File: config.mk
export PLATFORM = sky130hd
export DESIGN_NAME = chardisp_ctrl
export DESIGN_NICKNAME = d
export VERILOG_FILES = /design/src/rtl/chardisp_pkg.sv /design/src/rtl/chardisp_decode.sv /design/src/rtl/chardisp_seq.sv /design/src/rtl/chardisp_ctrl.sv
export SDC_FILE = /design/constraint.sdc
export NUM_CORES = 1
export LEC_CHECK = 0
export ABC_CLOCK_PERIOD_IN_PS = 4600
export CAP_MARGIN = 40
export CORE_UTILIZATION = 45
export DETAILED_ROUTE_END_ITERATION = 7
export DONT_BUFFER_PORTS = 1
export GPL_TIMING_DRIVEN = 0
export PLACE_DENSITY_LB_ADDON = 0.2
export SYNTH_ARGS = -nofsm -noshare
export SYNTH_HDL_FRONTEND = slang
export SYNTH_SLANG_ARGS = --single-unit
File: constraint.sdc
create_clock -name clk -period 4.6 [get_ports clk]
set_clock_uncertainty 0.1 [all_clocks]
set_input_delay 1.38 -clock clk [delete_from_list [all_inputs] [get_ports clk]]
set_output_delay 1.38 -clock clk [all_outputs]
set_load 0.02 [all_outputs]
File: src/rtl/chardisp_pkg.sv
package chardisp_pkg;

  localparam int LINE2 = 64;

  typedef enum logic [3:0] {
    OP_NOP, OP_CLEAR, OP_HOME, OP_ENTRY, OP_DISP,
    OP_SHIFT, OP_FUNC, OP_SETCG, OP_SETDD
  } op_e;

  typedef enum logic [1:0] {SQ_IDLE, SQ_FILL, SQ_WAIT} seq_e;

  // one step of the display-memory address across the two line windows
  function automatic logic [6:0] dd_step(input logic [6:0] a, input logic inc, input int cols);
    logic [6:0] e1, b2, e2;
    e1 = 7'(cols - 1);
    b2 = 7'(LINE2);
    e2 = 7'(LINE2 + cols - 1);
    if (inc) begin
      if (a == e1) return b2;
      if (a == e2) return 7'd0;
      return a + 7'd1;
    end
    if (a == 7'd0) return e2;
    if (a == b2) return e1;
    return a - 7'd1;
  endfunction

  function automatic logic [6:0] cg_step(input logic [6:0] a, input logic inc);
    logic [5:0] low;
    low = inc ? a[5:0] + 6'd1 : a[5:0] - 6'd1;
    return {1'b0, low};
  endfunction

  function automatic int ofs_step(input int ofs, input logic left, input int cols);
    if (left) return (ofs == cols - 1) ? 0 : ofs + 1;
    return (ofs == 0) ? cols - 1 : ofs - 1;
  endfunction

  function automatic logic [6:0] fill_addr(input int idx, input int cols);
    return (idx < cols) ? 7'(idx) : 7'(idx - cols + LINE2);
  endfunction

  function automatic logic dd_valid(input logic [6:0] a, input int cols);
    return (int'(a) < cols) || (int'(a) >= LINE2 && int'(a) < LINE2 + cols);
  endfunction

endpackage

File: src/rtl/chardisp_decode.sv
module chardisp_decode
  import chardisp_pkg::*;
(
  input  logic [7:0] code,
  output op_e        op
);
  always_comb begin
    if (code[7])      op = OP_SETDD;
    else if (code[6]) op = OP_SETCG;
    else if (code[5]) op = OP_FUNC;
    else if (code[4]) op = OP_SHIFT;
    else if (code[3]) op = OP_DISP;
    else if (code[2]) op = OP_ENTRY;
    else if (code[1]) op = OP_HOME;
    else if (code[0]) op = OP_CLEAR;
    else              op = OP_NOP;
  end
endmodule

File: src/rtl/chardisp_seq.sv
module chardisp_seq
  import chardisp_pkg::*;
#(
  parameter int FILL      = 80,
  parameter int OP_CYCLES = 4,
  localparam int CW       = $clog2(FILL + OP_CYCLES + 1)
) (
  input  logic          clk,
  input  logic          rst_n,
  input  logic          start_op,
  input  logic          start_clear,
  input  logic          start_pf,
  output logic          busy,
  output logic          clr_active,
  output logic [CW-1:0] clr_idx,
  output logic          pf_issue,
  output logic          pf_capture
);
  seq_e          state;
  logic [CW-1:0] cnt;
  logic          pf1, pf2;

  always_ff @(posedge clk or negedge rst_n) begin
    if (!rst_n) begin
      state <= SQ_FILL;
      cnt   <= '0;
    end else begin
      case (state)
        SQ_IDLE: begin
          if (start_clear) begin
            state <= SQ_FILL;
            cnt   <= '0;
          end else if (start_op) begin
            state <= SQ_WAIT;
            cnt   <= CW'(OP_CYCLES - 1);
          end
        end
        SQ_FILL: begin
          if (cnt == CW'(FILL - 1)) begin
            state <= SQ_WAIT;
            cnt   <= CW'(OP_CYCLES - 1);
          end else begin
            cnt <= cnt + 1'b1;
          end
        end
        SQ_WAIT: begin
          if (cnt == '0) state <= SQ_IDLE;
          else           cnt   <= cnt - 1'b1;
        end
        default: state <= SQ_IDLE;
      endcase
    end
  end

  always_ff @(posedge clk or negedge rst_n) begin
    if (!rst_n) begin
      pf1 <= 1'b0;
      pf2 <= 1'b0;
    end else begin
      pf1 <= start_pf;
      pf2 <= pf1;
    end
  end

  assign busy       = (state != SQ_IDLE);
  assign clr_active = (state == SQ_FILL);
  assign clr_idx    = cnt;
  assign pf_issue   = pf1;
  assign pf_capture = pf2;
endmodule

File: src/rtl/chardisp_ctrl.sv
module chardisp_ctrl
  import chardisp_pkg::*;
#(
  parameter int COLS      = 40,
  parameter int OP_CYCLES = 4,
  localparam int FILL     = 2 * COLS,
  localparam int SW       = $clog2(COLS),
  localparam int CW       = $clog2(FILL + OP_CYCLES + 1)
) (
  input  logic          clk,
  input  logic          rst_n,
  input  logic          rs,
  input  logic          wr_req,
  input  logic          rd_req,
  input  logic [7:0]    wr_data,
  output logic [7:0]    rd_data,
  output logic          ram_we,
  output logic          ram_re,
  output logic          ram_cg,
  output logic [6:0]    ram_addr,
  output logic [7:0]    ram_wdata,
  input  logic [7:0]    ram_rdata,
  output logic          disp_on,
  output logic          cursor_on,
  output logic          blink_on,
  output logic          bus_8bit,
  output logic          two_line,
  output logic [1:0]    bright,
  output logic [SW-1:0] shift_ofs
);
  // named internal events
  logic          busy, clr_active, pf_issue, pf_capture;
  logic [CW-1:0] clr_idx;
  logic          cmd_acc, dwr_acc, drd_acc;
  logic          start_op, start_clear, start_pf;
  op_e           op;

  logic [6:0] ac_q;
  logic       sel_cg_q, inc_q, autoshift_q;
  logic [7:0] hold_q;

  assign cmd_acc = wr_req && !rs && !busy;
  assign dwr_acc = wr_req &&  rs && !busy;
  assign drd_acc = rd_req &&  rs && !busy;

  chardisp_decode u_dec (.code(wr_data), .op(op));

  assign start_clear = cmd_acc && (op == OP_CLEAR);
  assign start_op    = (cmd_acc && (op != OP_CLEAR)) || dwr_acc || drd_acc;
  assign start_pf    = drd_acc ||
                       (cmd_acc && (op == OP_SETCG || op == OP_SETDD || op == OP_SHIFT));

  chardisp_seq #(.FILL(FILL), .OP_CYCLES(OP_CYCLES)) u_seq (
    .clk(clk), .rst_n(rst_n),
    .start_op(start_op), .start_clear(start_clear), .start_pf(start_pf),
    .busy(busy), .clr_active(clr_active), .clr_idx(clr_idx),
    .pf_issue(pf_issue), .pf_capture(pf_capture)
  );

  function automatic logic [6:0] ac_step(input logic [6:0] a, input logic cg, input logic inc);
    return cg ? cg_step(a, inc) : dd_step(a, inc, COLS);
  endfunction

  always_ff @(posedge clk or negedge rst_n) begin
    if (!rst_n) begin
      ac_q        <= '0;
      sel_cg_q    <= 1'b0;
      inc_q       <= 1'b1;
      autoshift_q <= 1'b0;
      disp_on     <= 1'b0;
      cursor_on   <= 1'b0;
      blink_on    <= 1'b0;
      bus_8bit    <= 1'b1;
      two_line    <= 1'b1;
      bright      <= 2'd0;
      shift_ofs   <= '0;
    end else if (cmd_acc) begin
      case (op)
        OP_CLEAR: begin
          ac_q      <= '0;
          sel_cg_q  <= 1'b0;
          inc_q     <= 1'b1;
          shift_ofs <= '0;
        end
        OP_HOME: begin
          ac_q      <= '0;
          sel_cg_q  <= 1'b0;
          shift_ofs <= '0;
        end
        OP_ENTRY: begin
          inc_q       <= wr_data[1];
          autoshift_q <= wr_data[0];
        end
        OP_DISP: begin
          disp_on   <= wr_data[2];
          cursor_on <= wr_data[1];
          blink_on  <= wr_data[0];
        end
        OP_SHIFT: begin
          ac_q <= ac_step(ac_q, sel_cg_q, wr_data[2]);
          if (wr_data[3])
            shift_ofs <= SW'(ofs_step(int'(shift_ofs), !wr_data[2], COLS));
        end
        OP_FUNC: begin
          bus_8bit <= wr_data[4];
          two_line <= wr_data[3];
          bright   <= wr_data[1:0];
        end
        OP_SETCG: begin
          ac_q     <= {1'b0, wr_data[5:0]};
          sel_cg_q <= 1'b1;
        end
        OP_SETDD: begin
          ac_q     <= wr_data[6:0];
          sel_cg_q <= 1'b0;
        end
        default: ;
      endcase
    end else if (dwr_acc) begin
      ac_q <= ac_step(ac_q, sel_cg_q, inc_q);
      if (autoshift_q && !sel_cg_q)
        shift_ofs <= SW'(ofs_step(int'(shift_ofs), inc_q, COLS));
    end else if (drd_acc) begin
      ac_q <= ac_step(ac_q, sel_cg_q, inc_q);
    end
  end

  always_ff @(posedge clk or negedge rst_n) begin
    if (!rst_n)          hold_q <= '0;
    else if (pf_capture) hold_q <= ram_rdata;
  end

  assign ram_we    = clr_active || dwr_acc;
  assign ram_re    = pf_issue;
  assign ram_cg    = clr_active ? 1'b0 : sel_cg_q;
  assign ram_addr  = clr_active ? fill_addr(int'(clr_idx), COLS) : ac_q;
  assign ram_wdata = clr_active ? 8'h20 : wr_data;
  assign rd_data   = rs ? hold_q : {busy, ac_q};
endmodule

==> results of run 1 <==
## final timing paths
kind                                         end  slack, ps  depth (start not counted)
worst max register to register           ac_q[2]       1980                          8
worst min-delay path                   hold_q[3]        410                          1
worst min register to register         hold_q[3]        410                          1
min in group asynchronous       u_seq.clr_idx[4]        660                          0
max in group asynchronous         u_seq.state[0]       3540                          0
worst max-delay path                ram_wdata[2]        460                          3
## sequential cells by signal, indices dropped and copies added, names as in the netlist
signal	cells
ac_q	7
autoshift_q	1
blink_on	1
bright	2
bus_8bit	1
cursor_on	1
disp_on	1
hold_q	8
inc_q	1
sel_cg_q	1
shift_ofs	6
two_line	1
u_seq.clr_idx	7
u_seq.pf_capture	1
u_seq.pf_issue	1
u_seq.state	2
## layer usage
metal | up-vias | share of wire (%) | global-route usage (%)
met5 | - | 0 | 0
met4 | 0 | 2.6 | 9.384
met2 | 181 | 47 | 43.01
met1 | 1589 | 42 | 33.97
met3 | 22 | 8.7 | 5.690
li1 | 1554 | - | -
## area by class of cell
cell class	instances	area [um^2]	share of cell area, %
inverters	21	78.83	2.200
flip-flops and latches	42	1056	29.47
clock buffers	6	72.57	2.025
well taps	99	123.9	3.457
plain buffers	32	128.9	3.596
multi-input cells	319	2110	58.87
clock inverters	2	13.76	0.3841
## critical path, cell delays in order
cell	delay [ps]
clkbuf_1	370
clkbuf_1	410
nor2b_1	490
## synth_stat cells (all sizes together) (5+ instances only)
master / instances
nand4: 6
a2111oi: 6
nand2: 36
xnor2: 7
o31ai: 7
a211oi: 5
clkbuf: 28
o21ai: 39
ha: 14
mux2: 20
nand3: 13
a32oi: 6
nor2: 32
nor3: 9
dfrtp: 38
inv: 21
or3: 5
a21oi: 24
a22oi: 5
o22ai: 7
nor2b: 10
nand3b: 5
a31oi: 6
## power groups by stage
stage | logic, uW | registers (uW) | clock network, uW
after CTS | 1120 | 654 | 260
after global routing | 1250 | 675 | 269
after floorplan | 902 | 626 | 0
after global placement | 1110 | 657 | 0
after detailed placement | 1120 | 662 | 0
final | 1150 | 655 | 251
## metrics by stage
stage,hold WS [ps],setup slack (ps),util [%]
final,411.3,455.8,49.40
after global routing,437.7,384.5,49.40
after CTS,414.0,502.8,49.40
after detailed placement,391.7,508.9,48.21
after global placement,387.2,484.4,48.21
after floorplan,375.0,848.0,-
## cells by family (layout without fill, tap and decap cells)
logic type | count (synthesis) | after routing | synth area share, %
AOI/OAI and AO/OA | 135 | 135 | 26.37
xor gates and xnor gates | 9 | 9 | 2.337
adders and majority gates | 14 | 14 | 5.193
buffers and inverters | 53 | 61 | 6.157
DFF | 42 | 42 | 31.31
muxes | 24 | 24 | 7.864
and+or+nand+nor | 137 | 137 | 20.77
==> impl_metrics.tcl, run 1 <==
set metrics [dict create \
    status "complete, no violations" \
    ir_drop_mv 0.2907 \
    drt_iter0_drc 291 \
    netlist.area_leader.share_pct 28.19 \
    fmax_mhz 241.3 \
    fp.dieH_um 88.58 \
    cts_setup_buffers 0 \
    area_delta_synth_final_pct 6.232 \
    worstSetupEndpointType "primary output" \
    crit_type "in -> out" \
    p_clk_share_pct 12.2 \
    cts_sinks 42 \
    holdBufCountCts 0 \
    io_pins 60 \
    p_leak_uw 0.001384 \
    worst_hold_startpoint "hold_q[3]" \
    hold_violations 0 \
    firstDrtPassIters 7 \
    combPwrFrac_pct 55.8 \
    stdcell_count 521 \
    syn_inst 414 \
    ant_nets 0 \
    rsz0062_at_grt "no" \
    tightest_slew_ps 773.8 \
    track_usage_pct 26.19 \
    maxCapViolCount 0 \
    yosysTopAreaCell "dfrtp_1" \
    ys_warn_count 0 \
    layout.nets 456 \
    fin_crit_sh_pct 90.09 \
    core-area_mm2 0.007253 \
    critPathRequiredTime_ps 3120 \
    power_density_mw_per_mm2 572.3 \
    finalSetupViolCount 0 \
    wl_per_cell_um 19.31 \
    finalPower_uw 2051 \
    synth_area_mm2 0.003373 \
    synth_edf_count 0 \
    place_hpwl_um 7361 \
    grt_pass1_vias 3086 \
    dieArea_mm2 0.007846 \
    post_dp_cell_area_mm2 0.003497 \
    r2r-start "u_seq.state[0]" \
    timing.slew.headroom_pct 47.87 \
    crit_start "wr_data[2]" \
    clock_latency_ps 300 \
    clockRootBuffer "clkbuf_8" \
    initial_core_util_pct 46.51 \
    cp-start-kind "primary input" \
    gp_congestion 0.9450 \
    synth-main-ff-cell "dfrtp_1" \
    layout-drive-gt1-share_pct 9.953 \
    fin_crit_ps 4144 \
    htreeDepth 2 \
    num_rows 31 \
    place_inst 513 \
    grt-ovfl-total 0 \
    grt_pass1_wl_um 15530 \
    drc 0 \
    wirelength_um 10060 \
    fin_setup_tns_ps 0 \
    n_antenna_cell 0 \
    ctsResizeCount 0 \
    intPower_uw 1028 \
    grt_max_degree 43 \
    sequentialPowerShare_pct 31.9 \
    hold_path.class "reg -> reg" \
    synth_area_per_cell_um2 8.148 \
    layout_common_cells "38 x o21ai_0, 38 x dfrtp_1, 36 x nand2_1" \
    p_sw_uw 1023 \
    critical_path.max_fanout 10 \
    die_x_um 88.58 \
    arrival_ps 2660 \
    synth-seq-area-share_pct 31.31 \
    synth_area_leaders "dfrtp_1 28%, mux2_2 6.7%, o21ai_0 5.6%, ha_1 5.2%, nand2_1 4.0%" \
    io_buffer_count 0 \
    antenna_found_initial 0 \
    cts.path.max_buffers 2 \
    synth_nets 449 \
    clk_pin_slew_ps 90 \
    synthArstFlopShare_pct 100.0 \
    fillCellCount 730 \
    ys_ff_latch 42 \
    final_area_mm2 0.003583 \
    vias 3346 \
    switching_share_pct 49.89 \
    vias_per_cell 6.422 \
    cts_buffers 5 \
    cts_tree "done" \
    slew_viol_final 0 \
    synth.distinct_cells 63 \
]
No activity file was read; power rests on OpenSTA's default activity.
==> run 2, diff against run 1 <==
CORE_ASPECT_RATIO = 0.5   (was unset)
==> run 2 against run 1 <==
  * Count of clock-buffer cells in the layout unchanged
  * Die area up 0.26%
  * Routed wire length up 1.8%
  * Total power up 8.4%
  * Via count up 1.4%
  * Register-to-register slack worse by 40 ps
  * Flip-flop and latch count unchanged
  * Largest power group unchanged
  * Highest routed layer unchanged
==> impl_metrics.tcl, run 2 (synthesis gave the netlist of run 1 again) <==
set metrics [dict create \
    status "complete, no violations" \
    maxCapViolCount 0 \
    cp_slowest_stage_delay_ps 470 \
    r2r_slack_ps 1940 \
    io_pins 60 \
    cp_num_buf_inv 2 \
    fillCellCount 664 \
    wl_per_cell_um 19.92 \
    area_delta_synth_final_pct 8.346 \
    rsz0062_at_grt "no" \
    firstDrtPassIters 5 \
    p_sw_uw 1046 \
    vias_per_cell 6.603 \
    wirelength_um 10240 \
    top_register "hold_q" \
    finalSetupViolCount 0 \
    grt-ovfl-total 0 \
    clockRootBuffer "clkbuf_16" \
    holdBufCountCts 0 \
    largest_reg_flops 8 \
    power_density_mw_per_mm2 608.5 \
    switching_share_pct 47.04 \
    cp-start-kind "primary input" \
    p_leak_uw 0.001416 \
    p_clk_share_pct 18.4 \
    gp_congestion 0.9733 \
    seqCellArea_mm2 0.001056 \
    antenna_found_initial 0 \
    critPathRequiredTime_ps 3120 \
    num_rows 21 \
    layout_common_cells "38 x o21ai_0, 38 x dfrtp_1, 36 x nand2_1" \
    intPower_uw 1178 \
    cts_sinks 42 \
    ir_drop_mv 0.2616 \
    fp.dieH_um 63.22 \
    path_delay_family "buffers and inverters" \
    cts.path.max_buffers 2 \
    worstSetupEndpointType "primary output" \
    layout-drive-gt1-share_pct 9.953 \
    vias 3394 \
    drt_iter0_drc 283 \
    cts_setup_buffers 0 \
    sequentialPowerShare_pct 29.6 \
    cts_tree "done" \
    ant_nets 0 \
    worst_hold_startpoint "hold_q[6]" \
    core-area_mm2 0.006963 \
    critical_path.max_fanout 10 \
    fin_setup_tns_ps 0 \
    clock_latency_ps 290 \
    multi_input_area_mm2 0.002110 \
    cts_buffers 5 \
    pre_cts_slack_ps 479.7 \
    cp_slowest_cell "clkbuf_1" \
    htreeDepth 2 \
    tightest_slew_ps 846.7 \
    crit_start "wr_data[2]" \
    combPwrFrac_pct 52.0 \
    setup_ws_ps 422.0 \
    hold_path.class "reg -> reg" \
    grt_pass1_vias 3240 \
    crit_type "in -> out" \
    track_usage_pct 27.02 \
    slew_viol_final 0 \
    timing.slew.headroom_pct 42.96 \
    fin_crit_ps 4178 \
    arrival_ps 2700 \
    grt_max_degree 43 \
    die_x_um 124.4 \
    r2r-start "u_seq.state[0]" \
    initial_core_util_pct 48.45 \
    layout.nets 456 \
    ctsResizeCount 0 \
    hold_violations 0 \
    drc 0 \
    io_buffer_count 0 \
    clk_pin_slew_ps 60 \
    fmax_mhz 239.4 \
    dieArea_mm2 0.007867 \
    place_hpwl_um 7366 \
    path_common_cell "clkbuf_1" \
    worstPathCellList "clkbuf_1 > clkbuf_1 > nor2b_1" \
    grt_pass1_wl_um 16880 \
    n_antenna_cell 0 \
    fin_crit_sh_pct 90.83 \
]
run 2: cell types whose count changed in the layout (fill, tap and decap cells not counted), sizes merged:
cell,change
bufinv,+1
clkinvlp,+1
clkinv,-2
run 2: worst reg2reg max path, delay by kind of cell (launching register included):
family                   cells  cell delay [ps]
AND/OR/NAND/NOR              1              230
AO/OA/AOI/OAI                3             1000
adder cells (fa/ha/maj)      1              190
flip-flops                   1              550
buffers and inverters        3              500
run 2: power by group through the flow:
| stage | clock network (uW) | registers, uW | logic (uW) |
|---|---|---|---|
| detailed placement | 0 | 661 | 1120 |
| global placement | 0 | 655 | 1100 |
| global route | 433 | 678 | 1270 |
| floorplan | 0 | 626 | 902 |
| finish | 410 | 658 | 1160 |
| CTS | 416 | 656 | 1130 |
run 2: area by class of cell:
class | count | area share (%)
multi-input cells | 319 | 57.72
flip-flops and latches | 42 | 28.89
clock buffers | 6 | 3.526
plain buffers | 32 | 3.526
well taps | 92 | 3.150
inverters | 21 | 2.157
clock inverters | 2 | 1.027
run 2: worst paths after layout:
kind | to | depth (start not counted)
hold / removal | hold_q[6] | 1
min in group asynchronous | shift_ofs[2] | 0
hold reg to reg | hold_q[6] | 1
setup / recovery | ram_wdata[2] | 3
max in group asynchronous | inc_q | 0
setup reg to reg | shift_ofs[5] | 8
run 2: per-stage QoR:
stage | hold slack, ps | power (uW) | std cells | util (%) | cell area (um^2)
4_1_cts | 406.1 | 2202 | 514 | 52.49 | 3655
5_1_grt | 433.8 | 2383 | 514 | 52.49 | 3655
3_5_place_dp | 392.1 | 1785 | 506 | 50.10 | 3488
3_3_place_gp | 385.5 | 1754 | 506 | 50.10 | 3488
2_1_floorplan | 375.0 | 1528 | 414 | - | 3373
6_report | 402.5 | 2224 | 514 | 52.49 | 3655
run 2: layer usage:
metal,share of wire [%],GRT usage [%],vias up
met5,0,1.961,-
met4,0.92,9.036,0
met3,11,7.222,13
met2,46,42.06,176
met1,43,36.20,1653
li1,-,-,1552
